<file path="src/rtl/bsrx_pkg.sv">
package bsrx_pkg;

  localparam int BYTE_W = 8;
  localparam int NUM_EV = 5;

  typedef logic [BYTE_W-1:0] byte_t;

  localparam byte_t FILL_BYTE = 8'hF0;
  localparam byte_t MARK_BYTE = 8'hF1;
  localparam byte_t CODE_LIT_FILL = 8'h00;
  localparam byte_t CODE_LIT_MARK = 8'h01;
  localparam byte_t CODE_SYNC = 8'h02;
  localparam byte_t CODE_XON = 8'h03;
  localparam byte_t CODE_XOFF = 8'h04;
  localparam byte_t CODE_LINKERR = 8'h05;

  // event vector positions
  localparam int EV_SYNC = 0;
  localparam int EV_XON = 1;
  localparam int EV_XOFF = 2;
  localparam int EV_LINKERR = 3;
  localparam int EV_BADCODE = 4;

  typedef enum logic [1:0] {
    ST_PLAIN = 2'd0,
    ST_ESCAPED = 2'd1
  } pstate_e;

  typedef enum logic [3:0] {
    K_NONE = 4'd0,
    K_FILL = 4'd1,
    K_MARK = 4'd2,
    K_DATA = 4'd3,
    K_SYNC = 4'd4,
    K_XON = 4'd5,
    K_XOFF = 4'd6,
    K_LINKERR = 4'd7,
    K_BADCODE = 4'd8
  } kind_e;

  // Meaning of one slot, given whether the previous byte opened an escape.
  function automatic kind_e classify(input logic vld, input logic esc, input byte_t b);
    kind_e k;
    if (!vld) begin
      k = K_NONE;
    end else if (!esc) begin
      if (b == FILL_BYTE) k = K_FILL;
      else if (b == MARK_BYTE) k = K_MARK;
      else k = K_DATA;
    end else begin
      case (b)
        CODE_LIT_FILL, CODE_LIT_MARK: k = K_DATA;
        CODE_SYNC: k = K_SYNC;
        CODE_XON: k = K_XON;
        CODE_XOFF: k = K_XOFF;
        CODE_LINKERR: k = K_LINKERR;
        default: k = K_BADCODE;
      endcase
    end
    return k;
  endfunction

  // Payload value of a data slot.
  function automatic byte_t restore(input logic esc, input byte_t b);
    byte_t r;
    if (!esc) r = b;
    else if (b == CODE_LIT_FILL) r = FILL_BYTE;
    else r = MARK_BYTE;
    return r;
  endfunction

  // One-hot event vector for a slot kind.
  function automatic logic [NUM_EV-1:0] kind_events(input kind_e k);
    logic [NUM_EV-1:0] v;
    v = '0;
    case (k)
      K_SYNC: v[EV_SYNC] = 1'b1;
      K_XON: v[EV_XON] = 1'b1;
      K_XOFF: v[EV_XOFF] = 1'b1;
      K_LINKERR: v[EV_LINKERR] = 1'b1;
      K_BADCODE: v[EV_BADCODE] = 1'b1;
      default: v = '0;
    endcase
    return v;
  endfunction

endpackage

</file>
<file path="src/rtl/bsrx_classify.sv">
module bsrx_classify
  import bsrx_pkg::*;
(
  input logic vld,
  input logic esc,
  input byte_t raw,
  output kind_e kind,
  output byte_t payload
);

  always_comb begin
    kind = classify(vld, esc, raw);
    payload = restore(esc, raw);
  end

endmodule

</file>
<file path="src/rtl/bsrx_escape_fsm.sv">
module bsrx_escape_fsm
  import bsrx_pkg::*;
(
  input logic clk,
  input logic rst,
  input kind_e kind,
  output logic esc_active
);

  pstate_e st_q, st_d;

  always_comb begin
    st_d = st_q;
    case (kind)
      K_NONE: st_d = st_q;
      K_MARK: st_d = ST_ESCAPED;
      default: st_d = ST_PLAIN;
    endcase
  end

  always_ff @(posedge clk) begin
    if (rst) st_q <= ST_PLAIN;
    else st_q <= st_d;
  end

  assign esc_active = (st_q == ST_ESCAPED);

  // no slot, no state change
  p_gap_holds_state_r9: assert property (@(posedge clk) disable iff (rst)
    (kind == K_NONE) |=> $stable(esc_active));

  // marker opens escape
  p_marker_enters_escape_r4: assert property (@(posedge clk) disable iff (rst)
    (kind == K_MARK) |=> esc_active);

  // a completed pair always leaves the escaped state
  p_pair_closes_escape_r8: assert property (@(posedge clk) disable iff (rst)
    (esc_active && kind != K_NONE) |=> !esc_active);

endmodule

</file>
<file path="src/rtl/bsrx_event_gen.sv">
module bsrx_event_gen
  import bsrx_pkg::*;
(
  input logic clk,
  input logic rst,
  input kind_e kind,
  input byte_t payload,
  output logic data_vld,
  output byte_t data_byte,
  output logic [NUM_EV-1:0] ev_pulse,
  output logic hold
);

  logic [NUM_EV-1:0] ev_next;
  assign ev_next = kind_events(kind);

  genvar gi;
  generate
    for (gi = 0; gi < NUM_EV; gi++) begin : g_pulse
      always_ff @(posedge clk) begin
        if (rst) ev_pulse[gi] <= 1'b0;
        else ev_pulse[gi] <= ev_next[gi];
      end
    end
  endgenerate

  always_ff @(posedge clk) begin
    if (rst) begin
      data_vld <= 1'b0;
      data_byte <= '0;
    end else begin
      data_vld <= (kind == K_DATA);
      if (kind == K_DATA) data_byte <= payload;
    end
  end

  always_ff @(posedge clk) begin
    if (rst) hold <= 1'b0;
    else if (kind == K_XOFF) hold <= 1'b1;
    else if (kind == K_XON) hold <= 1'b0;
  end

  // pause follows flow-control events
  p_pause_set_r7: assert property (@(posedge clk) disable iff (rst)
    (kind == K_XOFF) |=> hold);
  p_pause_clear_r7: assert property (@(posedge clk) disable iff (rst)
    (kind == K_XON) |=> !hold);
  p_pause_hold_r7: assert property (@(posedge clk) disable iff (rst)
    (kind != K_XON && kind != K_XOFF) |=> $stable(hold));

  // mutually exclusive results
  p_one_result_r10: assert property (@(posedge clk) disable iff (rst)
    $onehot0({data_vld, ev_pulse}));

endmodule

</file>
<file path="src/rtl/bsrx_decoder.sv">
module bsrx_decoder
  import bsrx_pkg::*;
(
  input logic clk,
  input logic rst,
  input logic in_valid,
  input logic [7:0] in_byte,
  output logic out_valid,
  output logic [7:0] out_byte,
  output logic ev_sync,
  output logic ev_xon,
  output logic ev_xoff,
  output logic ev_link_err,
  output logic ev_bad_code,
  output logic pause
);

  logic esc_active;
  kind_e slot_kind;
  byte_t slot_payload;
  logic [NUM_EV-1:0] ev_vec;

  bsrx_classify u_classify (
    .vld(in_valid),
    .esc(esc_active),
    .raw(in_byte),
    .kind(slot_kind),
    .payload(slot_payload)
  );

  bsrx_escape_fsm u_fsm (
    .clk(clk),
    .rst(rst),
    .kind(slot_kind),
    .esc_active(esc_active)
  );

  bsrx_event_gen u_events (
    .clk(clk),
    .rst(rst),
    .kind(slot_kind),
    .payload(slot_payload),
    .data_vld(out_valid),
    .data_byte(out_byte),
    .ev_pulse(ev_vec),
    .hold(pause)
  );

  assign ev_sync = ev_vec[EV_SYNC];
  assign ev_xon = ev_vec[EV_XON];
  assign ev_xoff = ev_vec[EV_XOFF];
  assign ev_link_err = ev_vec[EV_LINKERR];
  assign ev_bad_code = ev_vec[EV_BADCODE];

  // plain byte passes through
  p_plain_passes_r2: assert property (@(posedge clk) disable iff (rst)
    (in_valid && !esc_active && in_byte != 8'hF0 && in_byte != 8'hF1)
    |=> (out_valid && out_byte == $past(in_byte)));

  // fill dropped
  p_fill_dropped_r3: assert property (@(posedge clk) disable iff (rst)
    (in_valid && !esc_active && in_byte == 8'hF0)
    |=> (!out_valid && ev_vec == '0 && !esc_active));

  // marker silent
  p_marker_silent_r4: assert property (@(posedge clk) disable iff (rst)
    (in_valid && !esc_active && in_byte == 8'hF1) |=> (!out_valid && ev_vec == '0));

  // escaped literals
  p_lit_fill_r5: assert property (@(posedge clk) disable iff (rst)
    (in_valid && esc_active && in_byte == 8'h00) |=> (out_valid && out_byte == 8'hF0));
  p_lit_mark_r5: assert property (@(posedge clk) disable iff (rst)
    (in_valid && esc_active && in_byte == 8'h01) |=> (out_valid && out_byte == 8'hF1));

  // control codes pulse
  p_sync_r6: assert property (@(posedge clk) disable iff (rst)
    (in_valid && esc_active && in_byte == 8'h02) |=> (ev_sync && !out_valid));
  p_linkerr_r6: assert property (@(posedge clk) disable iff (rst)
    (in_valid && esc_active && in_byte == 8'h05) |=> (ev_link_err && !out_valid));

  // unknown codes
  p_bad_code_r8: assert property (@(posedge clk) disable iff (rst)
    (in_valid && esc_active && in_byte > 8'h05) |=> (ev_bad_code && !out_valid && !esc_active));

  // empty slot gives nothing
  p_gap_quiet_r9: assert property (@(posedge clk) disable iff (rst)
    !in_valid |=> (!out_valid && ev_vec == '0 && $stable(pause)));

  // first cycle after reset is quiet
  p_reset_quiet_r1: assert property (@(posedge clk)
    $past(rst) |-> (!out_valid && ev_vec == '0 && !pause && !esc_active));

endmodule

</file>
<file path="config.mk">
export PLATFORM = sky130hd
export DESIGN_NAME = bsrx_decoder
export DESIGN_NICKNAME = d
export VERILOG_FILES = /design/src/rtl/bsrx_pkg.sv /design/src/rtl/bsrx_classify.sv /design/src/rtl/bsrx_escape_fsm.sv /design/src/rtl/bsrx_event_gen.sv /design/src/rtl/bsrx_decoder.sv
export SDC_FILE = /design/constraint.sdc
export NUM_CORES = 1
export LEC_CHECK = 0
export BUFFER_PORTS_ARGS = -buffer_cell sky130_fd_sc_hd__buf_2
export CORE_MARGIN = 2
export CORE_UTILIZATION = 25
export CTS_CLUSTER_SIZE = 12
export DETAILED_ROUTE_END_ITERATION = 7
export SLEW_MARGIN = 20
export SYNTH_ARGS = -nofsm -noshare
export SYNTH_HDL_FRONTEND = slang
export SYNTH_SLANG_ARGS = --single-unit
</file>
<file path="constraint.sdc">
create_clock -name clk -period 5.5 [get_ports clk]
set_clock_uncertainty 0.15 [all_clocks]
set_input_delay 1.375 -clock clk [delete_from_list [all_inputs] [get_ports clk]]
set_output_delay 1.375 -clock clk [all_outputs]
set_load 0.02 [all_outputs]
</file>
# After elaboration in Yosys (flattened, before gate mapping)
# Cells that the tools add are included.
# word_totals
reg_bits	17
latchBits	0
ram_bits	0
rom_bits	0
inputBits	11
output_inout_bits	15
elab_cells	43
n_memories	0
# op_classes
addsub	0
multipliers	0
div	0
magnitude_cmp	0
n_eq_ne	15
n_shift	0
n_mux	15
bitwise	0
n_reduce_logical	4
# op_table
cell	count
one-hot mux 4 bit (5 select lines)	1
== test 4 x 3 -> 1 bit (second input constant)	4
== test 8 x 2 -> 1 bit (second input constant)	2
== test 8 x 3 -> 1 bit (second input constant)	2
== test 8 bit (second input constant)	2
2-to-1 mux 4 bit	3
2-to-1 mux 1 bit	9
== test 4 x 2 -> 1 bit (second input constant)	2
== test 8 x 1 -> 1 bit (second input constant)	1
logical NOT 8 bit	1
2-to-1 mux 8 bit	1
== test 4 bit (second input constant)	1
logical NOT 4 bit	1
one-hot mux 2 bit (2 select lines)	1
== test 2 x 1 -> 1 bit (second input constant)	1
nonzero test 2 bit	1
OR reduction 2 bit	1

# Logic depth before layout (Yosys ltp)
# Gate-level depths: netlist of run 1.
# depth
word_depth	8
mapped_depth	7

# By module
# A second synthesis of run 1 with hierarchy kept.
# unflattened
cells_unflattened	90
hier_area_um2	774.5
# by_module_without_submodules
module	instances	cells_each	area_each_um2	seq_area_each_um2
bsrx_event_gen	1	57	555.5	300.3
bsrx_classify	1	30	178.9	0.0
bsrx_escape_fsm	1	3	40.0	20.0

# Least setup slack after synthesis of run 1
# OpenSTA, ideal clock, no wires.
# synth_timing
path_type	input-to-reg
from	input in_byte[4]
to	register u_events.data_byte[4]
setup_time_ns	0.080
arrival_ns	2.802
t_required_ns	5.270
slack_ns	2.469
cell_stages	7
path_cell_list	or4_4 o41ai_4 o211a_1 buf_6 buf_12 nor2_2 a211oi_2
# synth_between
elab_chain_cells	6
elab_cells_between_ends	16
classes_between	eq/ne (8); mux (6); reduce/logical (2)
# synth_lines
element	line_no	source
from (decl)	bsrx_decoder.sv:7	input logic [7:0] in_byte,
== test 8 x 1 -> 1 bit (tied with other cells)	bsrx_pkg.sv:51	case (b)
OR reduction 2 bit or 2-to-1 mux 1 bit (tied branches)	bsrx_pkg.sv:51, bsrx_pkg.sv:48	
one-hot mux 4 bit (5 select lines) or 2-to-1 mux 4 bit (tied branches)	bsrx_pkg.sv:51, bsrx_pkg.sv:47	
2-to-1 mux 4 bit	bsrx_pkg.sv:46	end else if (!esc) begin
2-to-1 mux 4 bit	bsrx_pkg.sv:44	if (!vld) begin
== test 4 x 2 -> 1 bit	bsrx_event_gen.sv:33	if (kind == K_DATA) data_byte <= payload;
to (signal assigned)	bsrx_event_gen.sv:33	
to (decl)	bsrx_event_gen.sv:9	output byte_t data_byte,
# Parallel ways exist; a longest one is shown, timed or not.
# A chain may end at the register's enable or synchronous reset.

# Final worst setup path of run 1
# layout_timing
from	input in_byte[4]
to	register u_events.data_byte[2]
# layout_between
elab_chain_cells	6
elab_cells_between_ends	15
classes_between	eq/ne (8); mux (5); reduce/logical (2)
# layout_lines
element	line_no
== test 8 x 1 -> 1 bit (tied with other cells)	bsrx_pkg.sv:51
OR reduction 2 bit or 2-to-1 mux 1 bit (tied branches)	bsrx_pkg.sv:51, bsrx_pkg.sv:48
one-hot mux 4 bit (5 select lines) or 2-to-1 mux 4 bit (tied branches)	bsrx_pkg.sv:51, bsrx_pkg.sv:47
2-to-1 mux 4 bit (*)	bsrx_pkg.sv:46
2-to-1 mux 4 bit (*)	bsrx_pkg.sv:44
== test 4 x 2 -> 1 bit (*)	bsrx_event_gen.sv:33
# Every way passes the cells marked *; elsewhere a longest branch is shown, timed or not.

==> summary.md, run 1 <==
| Metric | Value |
|---|---|
| WP data arrival | `3.21 ns` |
| CP max stage delay | `0.58 ns` |
| Synthesized instance count | `a little over 70` |
| Drt first pass iters | `4` |
| Leak | `approximately 0.38 nW` |
| Gr usage total | `10.7%` |
| Post-route ant nets | `0` |
| Largest cells by area after synthesis | `dfxtp_1 (44%), a211oi_2 (6.8%), nor2_1 (5.1%)` |
| Ys async rst share | `0%` |
| GRT met1 Usage | `between 10% and 20%` |
| Synth Area per Inst | `10.2 µm²` |
| Sequential cell area fraction in the yosys report | `between 40% and 50%` |
| Initial antenna violation count | `0` |
| Clock net sink count | `16` |
| Worst EP required | `~5.5 ns` |
| Post-synth top area cell | `dfxtp_1` |
| Share of the synthesized area in the top cell type | `between 40% and 50%` |
| Flops & latches, synth | `16` |
| Nets | `between 100 and 150` |
| CORE AREA | `2780 µm²` |
| Drt drc | `0` |
| Longest Clk Path Bufs | `2` |
| Total vias in the final route | `between 600 and 700` |
| Die Ht | `about 58 µm` |
| CTS tree | `built` |
| Tmin final | `around 3.2 ns` |
| Hpwl dp | `1.20 mm` |
| IO buf count | `25` |
| Kind of critical path | `input pin to flop` |
| GRT met3 Usage | `under 10%` |
| Worst-path fanout max | `14` |
| Post_cts resized | `0` |
| Die area | `3390 µm²` |
| Crit path cell chain | `buf_2 -> or4_4 -> o41ai_4 -> o211a_1 -> mux2i_1 -> nor2_1` |
| # diodes | `0` |
| I/O pin count | `26` |
| Final hold violation count | `0` |
| DR iter-0 viols | `3` |
| Critical-path top delay cell | `or4_4` |
| Netlist cell types | `29` |
| Peak supply drop | `roughly 0.12 mV` |
| Mapped cell area | `around 740 µm²` |
| Die span in x | `58.2 µm` |
| CTS root buf | `clkbuf_4` |
| Outcome | `completed` |
| H-tree level count | `1` |
| Met2 GRT Util | `between 15 and 20%` |
| Starting Density | `a little over a quarter` |
| Slew @ Worst Pin | `around 0.57 ns` |
| EDFF count, synth | `0` |
| WL final | `~1.6 mm` |
| Cts bufs inserted | `3` |
| First-pass GRT wire length | `2.75 mm` |
| Fill count | `around 300` |
| Site row count | `19` |
| CP Capture Type | `flop` |
| Final Util | `between 30% and 40%` |
| Final Cycle Share | `between 50% and 60%` |
| Syn Nets | `slightly above 80` |
| Vias in the first global route | `637` |
| WL/cell | `between 10 and 15 µm` |
| Worst min-delay path class | `flop to flop` |
| RSZ-0062 raised after global routing | `false` |
| Main synth FF type | `dfxtp_1` |
| Worst skew pair latency | `~0.28 ns` |
| PwrDens | `~270 nW/µm²` |
| Busiest layer in global routing | `met2` |
| Share of cells above drive strength 1 | `about two fifths` |
| Fin. max-slew vios | `0` |
| Setup bufs post-CTS | `0` |
| FMAX | `0.314 GHz` |
| Area Growth Syn to Fin | `21.4%` |
| Setup TNS Final | `0 ns` |
| Via/cell ratio | `around 4.9` |
| Max Cap Viol | `0` |
| Startpoint types | `input pin` |
| Final GP Congestion | `about 0.73` |
| Yosys warnings | `0` |
| Grt total ovfl | `0` |
| Largest net degree at the start of global routing | `18` |
| CTS Hold Bufs | `0` |
| Final setup vio count | `0` |
| Slew HR | `62.0%` |
| Clock transition at path regs | `0.09 ns` |
critical path: cells and delay by family:
family / cells / cell delay (ns)
buffers and inverters: 1 / 0.11
muxes: 1 / 0.26
and+or+nand+nor: 2 / 0.64
AOI/OAI and AO/OA: 2 / 0.83
Yosys cell counts, types with 2 or more instances:
cell	n
nor4_1	2
nor2_2	4
mux2i_1	3
nor3b_1	2
nor2b_1	5
nor3_1	4
nand3b_1	2
dfxtp_1	16
a211oi_2	4
nor2_1	10
clkbuf_1	2
cell type report:
class	instances	area [µm²]	share of cell area, %
Timing Repair Buffer	25	125	14.0
Inverter	1	3.75	0.420
Sequential cell	16	320	35.9
Tap cell	31	38.8	4.34
Multi-Input combinational cell	50	369	41.3
Clock buffer	4	36.3	4.06
placed cells by master (no fill, tap or decap), types with 2 or more instances in the layout:
cell type	synthesis	final
nor3_1	4	4
nor4_1	2	2
mux2i_1	3	3
nor2_1	10	10
nor2b_1	5	5
dfxtp_1	16	16
nor2_2	4	4
clkbuf_4	0	3
nand3b_1	2	2
nor3b_1	2	2
buf_2	0	25
a211oi_2	4	4
kinds of logic after synthesis:
family	count (synthesis)	share of synthesized area [%]
AOI/OAI and AO/OA	12	18.7
adders and majority gates	1	1.36
buffers and inverters	6	6.29
DFF	16	43.5
muxes	3	4.08
and+or+nand+nor	34	26.0
layer usage:
| layer | up-vias | routed length, µm |
|---|---|---|
| met5 | - | 0 |
| met4 | 0 | 0 |
| met3 | 0 | 119 |
| met2 | 24 | 676 |
| met1 | 287 | 769 |
| li1 | 310 | - |
metrics by stage:
step                      hold slack (ns)  area (µm²)  setup slack [ns]  cells  total power, mW
final                               0.339         893              2.31    127            0.245
after global routing                0.377         893              2.21    127            0.260
after floorplan                     0.360         736              2.47     72            0.160
after CTS                           0.349         893              2.32    127            0.251
after detailed placement            0.333         857              2.00    123            0.172
after global placement              0.320         857              2.06    123            0.171
final timing paths:
kind	from	endpoint	slack [ns]	cells after the start
setup / recovery	in_byte[4]	u_events.data_byte[2]	2.31	6
hold / removal	u_events.hold	u_events.hold	0.34	2
setup reg to reg	u_fsm.st_q[0]	u_events.data_byte[2]	3.67	3
hold reg to reg	u_events.hold	u_events.hold	0.34	2
power by group:
group / internal [mW] / switching, mW
combinational: 0.0168 / 0.0257
clock: 0.0403 / 0.0359
sequential: 0.122 / 0.00468
total: 0.179 / 0.0663
flip-flops by register name, indices dropped and copies added, names as in the netlist:
| name | cells |
|---|---|
| u_events.data_byte | 8 |
| u_events.ev_pulse | 5 |
| u_events.data_vld | 1 |
| u_events.hold | 1 |
| u_fsm.st_q | 1 |
No activity file was read; power rests on OpenSTA's default activity.
==> run 2, diff against run 1 <==
clock period = 2.9 ns   (was 5.5 ns; I/O delays follow)
==> summary.md, run 2 (synthesis results as in run 1) <==
| Metric | Value |
|---|---|
| Post_cts resized | `0 (unchanged)` |
| CORE AREA | `2780 µm² (unchanged)` |
| FMAX | `0.415 GHz` |
| Die area | `3390 µm² (unchanged)` |
| Vias in the first global route | `624 (was 637)` |
| Final hold violation count | `0 (unchanged)` |
| CP max stage delay | `0.58 ns (about the same)` |
| Worst EP required | `2.96 ns (was 5.52 ns)` |
| Most common cell after layout, fill and taps aside | `buf_2 (unchanged)` |
| CTS Hold Bufs | `0 (unchanged)` |
| Area Growth Syn to Fin | `22.4% (was 21.4%)` |
| Outcome | `completed (unchanged)` |
| CP Capture Type | `flop (unchanged)` |
| Clock net sink count | `16 (unchanged)` |
| Gr usage total | `10.6% (was 10.7%)` |
| Leak | `0.381 nW (was 0.376 nW)` |
| H-tree level count | `1 (unchanged)` |
| Largest net degree at the start of global routing | `18 (unchanged)` |
| DR iter-0 viols | `7 (was 3)` |
| Site row count | `19 (unchanged)` |
| Slew HR | `69.4% (was 62.0%)` |
| Share of cells above drive strength 1 | `41.2% (was 40.6%)` |
| Max Cap Viol | `0 (unchanged)` |
| Startpoint types | `input pin (unchanged)` |
| Worst min-delay path class | `flop to flop (unchanged)` |
| WP buf/inv | `2 (was 1)` |
| RSZ-0062 raised after global routing | `false (unchanged)` |
| Drt drc | `0 (unchanged)` |
| Hpwl dp | `1.15 mm (was 1.20 mm)` |
| CTS tree | `built (unchanged)` |
| Critical-path top delay cell | `or4_4 (unchanged)` |
| Tmin final | `about 2.4 ns` |
| Top delay family on crit path | `compound AO/OA/AOI/OAI gates (unchanged)` |
| I/O pin count | `26 (unchanged)` |
| Final setup vio count | `0 (unchanged)` |
| Post-route ant nets | `0 (unchanged)` |
| PwrDens | `520 nW/µm² (was 274 nW/µm²)` |
| Die Ht | `58.2 µm (unchanged)` |
| Worst hold slack | `0.340 ns (was 0.339 ns)` |
| Largest registers | `u_events.data_byte x8, u_events.ev_pulse x5 (unchanged)` |
| Drt first pass iters | `4 (unchanged)` |
| Nets | `109 (was 108)` |
| Setup bufs post-CTS | `0 (unchanged)` |
| Fill count | `296 (was 304)` |
| # diodes | `0 (unchanged)` |
| Total vias in the final route | `626 (was 621)` |
| Worst-path fanout max | `8 (was 14)` |
| Longest Clk Path Bufs | `2 (unchanged)` |
| Worst skew pair latency | `0.29 ns (was 0.28 ns)` |
| Starting Density | `26.5% (unchanged)` |
| Crit path cell chain | `buf_2 -> or4_4 -> o41ai_4 -> o211a_1 -> buf_4 -> nor2_2 -> a211oi_2 (was buf_2 -> or4_4 -> o41ai_4 -> o211a_1 -> mux2i_1 -> nor2_1)` |
| Internal reg-to-reg setup slack | `1.19 ns (was 3.67 ns)` |
| Fin. max-slew vios | `0 (unchanged)` |
| Initial antenna violation count | `0 (unchanged)` |
| First-pass GRT wire length | `2.77 mm (was 2.75 mm)` |
| IO buf count | `25 (unchanged)` |
| Via/cell ratio | `4.89 (about the same)` |
| Clock transition at path regs | `0.09 ns (about the same)` |
| WP data arrival | `2.47 ns (was 3.21 ns)` |
| Grt total ovfl | `0 (unchanged)` |
| Post-Layout Inst Area | `901 µm² (was 893 µm²)` |
| Max FFs per register | `8 (unchanged)` |
| Final GP Congestion | `0.746 (was 0.733)` |
| CTS root buf | `clkbuf_4 (unchanged)` |
| Slew @ Worst Pin | `0.459 ns (was 0.570 ns)` |
| Kind of critical path | `input pin to flop (unchanged)` |
| WL final | `1.54 mm (was 1.57 mm)` |
| Cts bufs inserted | `3 (unchanged)` |
| Final Cycle Share | `83.1%` |
| Die span in x | `58.2 µm (unchanged)` |
| Setup TNS Final | `0 ns (unchanged)` |
| Total power | `0.468 mW (was 0.245 mW)` |
| WL/cell | `12.0 µm (was 12.3 µm)` |
| Dpl cell area | `865 µm² (was 857 µm²)` |
| Top reg by flops | `u_events.data_byte (unchanged)` |
| Commonest cells after routing, fill and taps aside | `buf_2 (25), dfxtp_1 (16), nor2_1 (10) (unchanged)` |
| Peak supply drop | `0.267 mV (was 0.124 mV)` |
run 2: cell types whose count changed in the layout (fill, tap and decap cells not counted), sizes merged:
cell	previous run	this run
buf	25	26
run 2: power breakdown:
part / total, mW / switching (mW) / internal [mW]
combinational: 0.0824 / 0.0494 / 0.0330
sequential: 0.239 / 0.00866 / 0.231
clock: 0.146 / 0.0700 / 0.0765
run 2: final timing paths:
path | startpoint | end | depth (start not counted)
max | in_byte[4] | u_events.data_byte[7] | 7
min | u_events.hold | u_events.hold | 2
max reg2reg | u_fsm.st_q[0] | u_events.hold | 4
min reg2reg | u_events.hold | u_events.hold | 2
run 2: metrics by stage:
stage	cells	util, %	setup WS (ns)
2_1_floorplan	72	-	0.519
3_3_place_gp	124	31.1	0.236
3_5_place_dp	124	31.1	0.180
4_1_cts	128	32.4	0.474
5_1_grt	128	32.4	0.381
6_report	128	32.4	0.489
run 2: area by class of cell:
| class | instances | area, µm² | share of cell area (%) |
|---|---|---|---|
| Inverter | 1 | 3.75 | 0.417 |
| Clock buffer | 4 | 36.3 | 4.03 |
| Multi-Input combinational cell | 50 | 369 | 41.0 |
| Tap cell | 31 | 38.8 | 4.31 |
| Timing Repair Buffer | 26 | 133 | 14.7 |
| Sequential cell | 16 | 320 | 35.6 |
run 2: per-layer routing:
layer  GRT usage (%)  up-vias  wire length (µm)
met5               0        -                 0
met4            4.98        0                26
met3            2.90        4               132
met2            15.6       30               634
met1            14.5      280               743
li1                -      312                 -
run 2: worst min-delay path: stages (launching register included):
cell and delay (ns):
dfxtp_1 0.32, nand2b_1 0.06, o32ai_1 0.06
